<file path="src/rtl/sio_pkg.sv">
package sio_pkg;
    localparam int DATA_W  = 8;
    localparam int REG_W   = 8;
    localparam int DIV_W   = REG_W;
    localparam int OVS     = 16;
    localparam int FRAME_N = DATA_W + 2;
    localparam int PIN_N   = 4;

    localparam int PIN_TXD  = 0;
    localparam int PIN_RXD  = 1;
    localparam int PIN_SCLK = 2;
    localparam int PIN_SRDY = 3;

    typedef enum logic [1:0] {
        REG_CTRL  = 2'd0,
        REG_TXBUF = 2'd1,
        REG_DIV   = 2'd2,
        REG_PORT  = 2'd3
    } reg_sel_e;

    typedef struct packed {
        logic sync_md;
        logic rx_en;
        logic tx_en;
        logic ser_en;
    } ctrl_t;

    typedef enum logic [1:0] {
        RX_IDLE,
        RX_START,
        RX_DATA,
        RX_STOP
    } rx_state_e;

    function automatic logic [FRAME_N-1:0] async_frame(input logic [DATA_W-1:0] d);
        return {1'b1, d, 1'b0};
    endfunction
endpackage

</file>
<file path="src/rtl/sio_baud.sv">
module sio_baud
    import sio_pkg::*;
(
    input  logic             clk,
    input  logic             rst,
    input  logic [DIV_W-1:0] div,
    output logic             tick
);
    logic [DIV_W-1:0] cnt;

    assign tick = (cnt >= div);

    always_ff @(posedge clk) begin
        if (rst || tick) cnt <= '0;
        else             cnt <= cnt + 1'b1;
    end
endmodule

</file>
<file path="src/rtl/sio_tx.sv">
module sio_tx
    import sio_pkg::*;
(
    input  logic              clk,
    input  logic              rst,
    input  logic              tick,
    input  logic              sync_mode,
    input  logic              run,
    input  logic              wr,
    input  logic [DATA_W-1:0] wdata,
    output logic              txd,
    output logic              sclk,
    output logic              smp,
    output logic              buf_empty,
    output logic              idle
);
    localparam int BC_W = $clog2(FRAME_N);
    localparam int OV_W = $clog2(OVS);
    localparam logic [BC_W-1:0] LAST_SYNC  = BC_W'(DATA_W - 1);
    localparam logic [BC_W-1:0] LAST_ASYNC = BC_W'(FRAME_N - 1);
    localparam logic [OV_W-1:0] OV_LAST    = OV_W'(OVS - 1);

    logic [DATA_W-1:0]  buf_q;
    logic               buf_full;
    logic               busy;
    logic [FRAME_N-1:0] sh;
    logic [BC_W-1:0]    bit_cnt;
    logic [OV_W-1:0]    ovs_cnt;
    logic               sclk_q;
    logic               txd_q;

    always_ff @(posedge clk) begin
        if (rst || !run) begin
            buf_q    <= '0;
            buf_full <= 1'b0;
            busy     <= 1'b0;
            sh       <= '1;
            bit_cnt  <= '0;
            ovs_cnt  <= '0;
            sclk_q   <= 1'b1;
            txd_q    <= 1'b1;
        end else begin
            if (!busy && buf_full) begin
                busy     <= 1'b1;
                buf_full <= 1'b0;
                bit_cnt  <= '0;
                ovs_cnt  <= '0;
                sclk_q   <= 1'b1;
                if (sync_mode) begin
                    sh <= {2'b11, buf_q};
                end else begin
                    sh    <= async_frame(buf_q);
                    txd_q <= 1'b0;
                end
            end else if (busy && tick) begin
                if (sync_mode) begin
                    if (sclk_q) begin
                        sclk_q <= 1'b0;
                        txd_q  <= sh[0];
                    end else begin
                        sclk_q  <= 1'b1;
                        sh      <= {1'b1, sh[FRAME_N-1:1]};
                        bit_cnt <= bit_cnt + 1'b1;
                        if (bit_cnt == LAST_SYNC) busy <= 1'b0;
                    end
                end else if (ovs_cnt == OV_LAST) begin
                    ovs_cnt <= '0;
                    sh      <= {1'b1, sh[FRAME_N-1:1]};
                    txd_q   <= sh[1];
                    bit_cnt <= bit_cnt + 1'b1;
                    if (bit_cnt == LAST_ASYNC) begin
                        busy  <= 1'b0;
                        txd_q <= 1'b1;
                    end
                end else begin
                    ovs_cnt <= ovs_cnt + 1'b1;
                end
            end
            if (wr) begin
                buf_q    <= wdata;
                buf_full <= 1'b1;
            end
        end
    end

    assign txd       = (busy || sync_mode) ? txd_q : 1'b1;
    assign sclk      = sclk_q;
    assign smp       = busy && tick && sync_mode && !sclk_q;
    assign buf_empty = !buf_full;
    assign idle      = !busy;
endmodule

</file>
<file path="src/rtl/sio_rx.sv">
module sio_rx
    import sio_pkg::*;
(
    input  logic              clk,
    input  logic              rst,
    input  logic              tick,
    input  logic              sync_mode,
    input  logic              run,
    input  logic              rxd,
    input  logic              smp,
    input  logic              rd,
    output logic [DATA_W-1:0] data,
    output logic              full
);
    localparam int BC_W = $clog2(DATA_W);
    localparam int OV_W = $clog2(OVS);
    localparam logic [BC_W-1:0] BIT_LAST = BC_W'(DATA_W - 1);
    localparam logic [OV_W-1:0] OV_LAST  = OV_W'(OVS - 1);
    localparam logic [OV_W-1:0] OV_HALF  = OV_W'(OVS / 2 - 1);

    rx_state_e         st;
    logic [DATA_W-1:0] sh;
    logic [BC_W-1:0]   bit_cnt;
    logic [OV_W-1:0]   ovs_cnt;
    logic [DATA_W-1:0] data_q;
    logic              full_q;

    always_ff @(posedge clk) begin
        if (rst) begin
            st      <= RX_IDLE;
            sh      <= '0;
            bit_cnt <= '0;
            ovs_cnt <= '0;
            data_q  <= '0;
            full_q  <= 1'b0;
        end else begin
            if (rd) full_q <= 1'b0;
            if (!run) begin
                st      <= RX_IDLE;
                bit_cnt <= '0;
                ovs_cnt <= '0;
            end else if (sync_mode) begin
                st <= RX_IDLE;
                if (smp) begin
                    sh      <= {rxd, sh[DATA_W-1:1]};
                    bit_cnt <= bit_cnt + 1'b1;
                    if (bit_cnt == BIT_LAST) begin
                        data_q  <= {rxd, sh[DATA_W-1:1]};
                        full_q  <= 1'b1;
                        bit_cnt <= '0;
                    end
                end
            end else if (tick) begin
                case (st)
                    RX_IDLE: begin
                        if (!rxd) begin
                            st      <= RX_START;
                            ovs_cnt <= '0;
                        end
                    end
                    RX_START: begin
                        if (ovs_cnt == OV_HALF) begin
                            ovs_cnt <= '0;
                            bit_cnt <= '0;
                            st      <= rxd ? RX_IDLE : RX_DATA;
                        end else begin
                            ovs_cnt <= ovs_cnt + 1'b1;
                        end
                    end
                    RX_DATA: begin
                        if (ovs_cnt == OV_LAST) begin
                            ovs_cnt <= '0;
                            sh      <= {rxd, sh[DATA_W-1:1]};
                            bit_cnt <= bit_cnt + 1'b1;
                            if (bit_cnt == BIT_LAST) st <= RX_STOP;
                        end else begin
                            ovs_cnt <= ovs_cnt + 1'b1;
                        end
                    end
                    default: begin
                        if (ovs_cnt == OV_LAST) begin
                            st      <= RX_IDLE;
                            ovs_cnt <= '0;
                            if (rxd) begin
                                data_q <= sh;
                                full_q <= 1'b1;
                            end
                        end else begin
                            ovs_cnt <= ovs_cnt + 1'b1;
                        end
                    end
                endcase
            end
        end
    end

    assign data = data_q;
    assign full = full_q;
endmodule

</file>
<file path="src/rtl/sio_pins.sv">
module sio_pins
    import sio_pkg::*;
(
    input  logic             ser_en,
    input  logic             sync_mode,
    input  logic             txd,
    input  logic             sclk,
    input  logic             srdy,
    input  logic [PIN_N-1:0] port_out,
    input  logic [PIN_N-1:0] port_dir,
    input  logic [PIN_N-1:0] pin_i,
    output logic [PIN_N-1:0] pin_o,
    output logic [PIN_N-1:0] pin_oe,
    output logic             rxd,
    output logic [PIN_N-1:0] port_in
);
    logic [PIN_N-1:0] ser_o;
    logic [PIN_N-1:0] ser_oe;

    always_comb begin
        ser_o  = '0;
        ser_oe = '0;
        ser_o[PIN_TXD]   = txd;
        ser_oe[PIN_TXD]  = 1'b1;
        ser_o[PIN_SCLK]  = sclk;
        ser_oe[PIN_SCLK] = sync_mode;
        ser_o[PIN_SRDY]  = srdy;
        ser_oe[PIN_SRDY] = sync_mode;
    end

    for (genvar i = 0; i < PIN_N; i++) begin : g_pin
        assign pin_o[i]  = ser_en ? ser_o[i]  : port_out[i];
        assign pin_oe[i] = ser_en ? ser_oe[i] : port_dir[i];
    end

    assign rxd     = ser_en ? pin_i[PIN_RXD] : 1'b1;
    assign port_in = pin_i;
endmodule

</file>
<file path="src/rtl/sio_dual.sv">
module sio_dual
    import sio_pkg::*;
#(
    parameter int DIV_RESET = 1
) (
    input  logic              clk,
    input  logic              rst,
    input  logic              reg_we,
    input  logic [1:0]        reg_addr,
    input  logic [REG_W-1:0]  reg_wdata,
    input  logic              rx_rd,
    output logic [DATA_W-1:0] rx_data,
    output logic              tx_buf_empty,
    output logic              tx_idle,
    output logic              rx_full,
    output logic [PIN_N-1:0]  pin_o,
    output logic [PIN_N-1:0]  pin_oe,
    input  logic [PIN_N-1:0]  pin_i,
    output logic [PIN_N-1:0]  port_in
);
    ctrl_t            ctrl_q;
    logic [DIV_W-1:0] div_q;
    logic [PIN_N-1:0] port_out_q;
    logic [PIN_N-1:0] port_dir_q;

    logic ser_en, sync_md, tx_run, rx_run;
    logic tick, tx_wr, txd_int, sclk_int, smp, srdy_int, rxd_int;

    always_ff @(posedge clk) begin
        if (rst) begin
            ctrl_q     <= '0;
            div_q      <= DIV_W'(DIV_RESET);
            port_out_q <= '0;
            port_dir_q <= '0;
        end else if (reg_we) begin
            case (reg_sel_e'(reg_addr))
                REG_CTRL: ctrl_q <= ctrl_t'(reg_wdata[$bits(ctrl_t)-1:0]);
                REG_DIV:  div_q  <= reg_wdata[DIV_W-1:0];
                REG_PORT: begin
                    port_out_q <= reg_wdata[PIN_N-1:0];
                    port_dir_q <= reg_wdata[2*PIN_N-1:PIN_N];
                end
                default: ;
            endcase
        end
    end

    assign ser_en   = ctrl_q.ser_en;
    assign sync_md  = ctrl_q.sync_md;
    assign tx_run   = sync_md ? (ctrl_q.tx_en || ctrl_q.rx_en) : ctrl_q.tx_en;
    assign rx_run   = ctrl_q.rx_en && (sync_md ? ser_en : 1'b1);
    assign tx_wr    = reg_we && (reg_sel_e'(reg_addr) == REG_TXBUF);
    assign srdy_int = !(rx_run && !rx_full);

    sio_baud u_baud (
        .clk (clk),
        .rst (rst),
        .div (div_q),
        .tick(tick)
    );

    sio_tx u_tx (
        .clk      (clk),
        .rst      (rst),
        .tick     (tick),
        .sync_mode(sync_md),
        .run      (tx_run),
        .wr       (tx_wr),
        .wdata    (reg_wdata[DATA_W-1:0]),
        .txd      (txd_int),
        .sclk     (sclk_int),
        .smp      (smp),
        .buf_empty(tx_buf_empty),
        .idle     (tx_idle)
    );

    sio_rx u_rx (
        .clk      (clk),
        .rst      (rst),
        .tick     (tick),
        .sync_mode(sync_md),
        .run      (rx_run),
        .rxd      (rxd_int),
        .smp      (smp),
        .rd       (rx_rd),
        .data     (rx_data),
        .full     (rx_full)
    );

    sio_pins u_pins (
        .ser_en   (ser_en),
        .sync_mode(sync_md),
        .txd      (txd_int),
        .sclk     (sclk_int),
        .srdy     (srdy_int),
        .port_out (port_out_q),
        .port_dir (port_dir_q),
        .pin_i    (pin_i),
        .pin_o    (pin_o),
        .pin_oe   (pin_oe),
        .rxd      (rxd_int),
        .port_in  (port_in)
    );
endmodule

</file>
<file path="config.mk">
export PLATFORM = sky130hd
export DESIGN_NAME = sio_dual
export DESIGN_NICKNAME = d
export VERILOG_FILES = /design/src/rtl/sio_pkg.sv /design/src/rtl/sio_baud.sv /design/src/rtl/sio_tx.sv /design/src/rtl/sio_rx.sv /design/src/rtl/sio_pins.sv /design/src/rtl/sio_dual.sv
export SDC_FILE = /design/constraint.sdc
export NUM_CORES = 1
export LEC_CHECK = 0
export BUFFER_PORTS_ARGS = -buffer_cell sky130_fd_sc_hd__buf_2
export CORE_ASPECT_RATIO = 1.4
export CORE_UTILIZATION = 50
export DETAILED_ROUTE_END_ITERATION = 12
export PLACE_DENSITY = 0.71
export SLEW_MARGIN = 15
export SYNTH_ARGS = -nofsm -noshare
export SYNTH_HDL_FRONTEND = slang
export SYNTH_HIERARCHICAL = 1
export SYNTH_SLANG_ARGS = --single-unit
</file>
<file path="constraint.sdc">
create_clock -name clk -period 3.2 [get_ports clk]
set_clock_uncertainty 0.15 [all_clocks]
set_input_delay 0.64 -clock clk [delete_from_list [all_inputs] [get_ports clk]]
set_output_delay 0.64 -clock clk [all_outputs]
set_load 0.02 [all_outputs]
</file>
==> results.json <==
{
  "setup.reg_to_reg.worst_slack_ps": 300,
  "min_to": "u_baud/cnt[0]",
  "drt_iter0_drc": 96,
  "synth.avg_cell_area_um2": 9.34,
  "drive_above_1_share_pct": 15.4,
  "hold_violations": 0,
  "place.gp.congestion": 0.826,
  "layout_common_cells": "dfxtp_1, mux2i_1, nand2b_1",
  "end_kind": "register",
  "rows": 40,
  "final_common_cell": "dfxtp_1",
  "period_needed_ps": 2900,
  "p_leak_nw": 1.88,
  "clock_latency_ps": 330,
  "die_h_um": 113,
  "clockBufferDepth": 2,
  "cts_tree": "yes",
  "fillers": 771,
  "grt_start_max_net_pins": 51,
  "vias": 3290,
  "run_status": "finished clean",
  "criticalPathCategory": "register to register",
  "setup.worst_path.start": "div_q[2]",
  "worstReg2RegEnd": "u_rx/sh[2]",
  "finalSetupViolCount": 0,
  "post_cts_buffers": 0,
  "synth_area_mm2": 0.00438,
  "timing.critical_path.required_ps": 3310,
  "synth_edf_count": 0,
  "cts_sinks": 83,
  "hold_path_depth": 1,
  "wl_per_cell_um": 14.4,
  "portBuffers": 34,
  "synth_nets": 502,
  "fin_tns_setup_ps": 0,
  "syn_inst": 469,
  "grt_pass1_vias": 3161,
  "cts-root-buf": "clkbuf_16",
  "dp_hpwl_um": 6160,
  "synth_ff_type": "dfxtp_1",
  "syn_to_final_growth_pct": 9.74,
  "via_per_inst": 5.51,
  "antenna_found_initial": 0,
  "synthDistinctLibCells": 63,
  "async_flop_share_pct": 0,
  "synth_seq_cells": 83,
  "cp-start-kind": "register",
  "hp-start": "u_baud/cnt[0]",
  "worstPathMaxFanout": 18,
  "grt_setup_unrepaired": "no",
  "ys.warnings.count": 6,
  "track_usage_pct": 20.5,
  "rr_worst_depth": 12,
  "powerDensity_mw_per_mm2": 518,
  "drc": 0,
  "die_w_um": 81.1,
  "period_share_pct": 90.6,
  "overflow": 0,
  "tightest_slew_ps": 685,
  "min_path_type": "register to register",
  "yosysSeqAreaShare_pct": 37.9,
  "pin_count": 41,
  "path_clk_slew_ps": 60,
  "drt.antenna.violating_nets": 0,
  "cts_hold_buf": 0,
  "slew_headroom_pct": 54.4,
  "clock.fmax_mhz": 345,
  "r2r_start": "div_q[2]",
  "dieArea_mm2": 0.00915,
  "cp.arrival_ps": 3010,
  "start_util_pct": 51.2,
  "placed_area_mm2": 0.00448,
  "grt_pass1_wl_um": 14400,
  "core-area_mm2": 0.00856,
  "finalPower_w": 0.00249,
  "htreeDepth": 3,
  "drv_cap": 0,
  "slew_violations": 0,
  "first_pass_iters": 7,
  "num_antenna_cells": 0,
  "numCtsBuffers": 9,
  "design_area_mm2": 0.00481,
  "finalNetCount": 521,
  "ir_drop_mv": 0.413,
  "wl_um": 8580
}
[layer usage]
layer,GRT usage (%),wire length [um]
met1,24.3,3700
met2,34.5,4420
met3,4.11,254
met4,10.2,208
met5,0,0
[flip-flops by register name, summed over array words and instances, names as in the netlist]
name           flops
u_tx/buf_q         8
sync_md            1
u_tx/ovs_cnt       4
u_rx/st            2
port_out_q         4
u_tx/sclk          1
port_dir_q         4
u_rx/ovs_cnt       4
ser_en             1
u_rx/full          1
u_rx/data          8
u_tx/busy          1
u_rx/sh            8
u_tx/txd_q         1
div_q              8
ctrl_q             2
u_tx/sh            9
u_baud/cnt         8
u_rx/bit_cnt       3
u_tx/buf_full      1
u_tx/bit_cnt       4
[area by class of cell]
| cell class | count | area [um^2] | area share, % |
|---|---|---|---|
| flip-flops and latches | 83 | 1660 | 34.6 |
| well taps | 105 | 131 | 2.73 |
| multi-input cells | 337 | 2430 | 50.5 |
| clock buffers | 11 | 243 | 5.05 |
| inverters | 19 | 71.3 | 1.48 |
| clock inverters | 4 | 73.8 | 1.54 |
| repair buffers | 38 | 200 | 4.16 |
[synth_stat cells (all sizes together), types with 2 or more instances]
master	instances	share of area, %
o2111ai	2	0.40
nand3b	4	0.69
o21a	2	0.34
nor3	3	0.34
or4	2	0.43
o21ai	12	1.4
clkbuf	6	0.51
mux2	5	1.7
and3b	2	0.40
a31oi	3	0.43
o31ai	2	0.34
nor2b	8	1.1
nand2b	44	6.3
xnor2	7	1.4
a211oi	4	0.80
nor2	42	3.6
and2	2	0.29
or3b	2	0.40
mux2i	54	12
a21o	4	0.71
nand3	16	1.8
or3	3	0.43
xor2	3	0.60
a311oi	9	1.9
ha	15	4.3
o21bai	2	0.34
nand4	2	0.29
inv	19	1.6
and3	4	0.60
buf	24	4.8
nand2	23	2.0
dfxtp	83	38
a21oi	38	4.8
[where the power goes]
part / switching, W / internal (W)
Clock: 0.000399 / 0.000702
Sequential: 0.0000185 / 0.00106
Combinational: 0.000180 / 0.000136
Total: 0.000598 / 0.00189
[cell families (layout without fill, tap and decap cells)]
group / after synthesis / count (layout) / share of synthesized area (%)
buffers and inverters: 49 / 72 / 6.94
AOI/OAI and AO/OA: 90 / 90 / 14.5
adders and majority gates: 15 / 15 / 4.28
xor gates and xnor gates: 10 / 10 / 2.00
muxes: 59 / 59 / 14.0
DFF: 83 / 83 / 37.9
and+or+nand+nor: 163 / 163 / 20.3
[critical path, cell delays in order, from the launching register on]
cell      delay (ps)
dfxtp_1          320
inv_1             40
ha_1             280
or3_1            340
a21oi_1          270
o31ai_1          130
buf_4            190
nand2_2          140
nor2_1            80
and2_1           220
o21a_4           290
nand2b_2         170
mux2i_1          200
[worst max path at each step]
stage	cells past startpoint	slack, ps	endpoint
CTS	12	130	u_rx/sh[2]
floorplan	13	220	u_rx/data[7]
detailed placement	12	30	u_rx/sh[2]
global placement	12	90	u_rx/sh[4]
finish	12	300	u_rx/sh[2]
global route	12	80	u_rx/sh[1]
[through the flow]
stage                     hold WS, ps  instances  setup WS (ps)  utilization (%)
after floorplan                   280        469            219                -
after global placement            301        582           86.3             52.4
after detailed placement          302        582           25.6             52.4
after CTS                         315        597            131             56.1
after global routing              342        597           76.7             56.2
final                             308        597            300             56.2
[timing repair]
action                     4_1_cts  5_1_grt
gates resized for setup          1        2
cloned                           0        0
setup endpoints to repair        2        7
No activity file was read; power rests on OpenSTA's default activity.
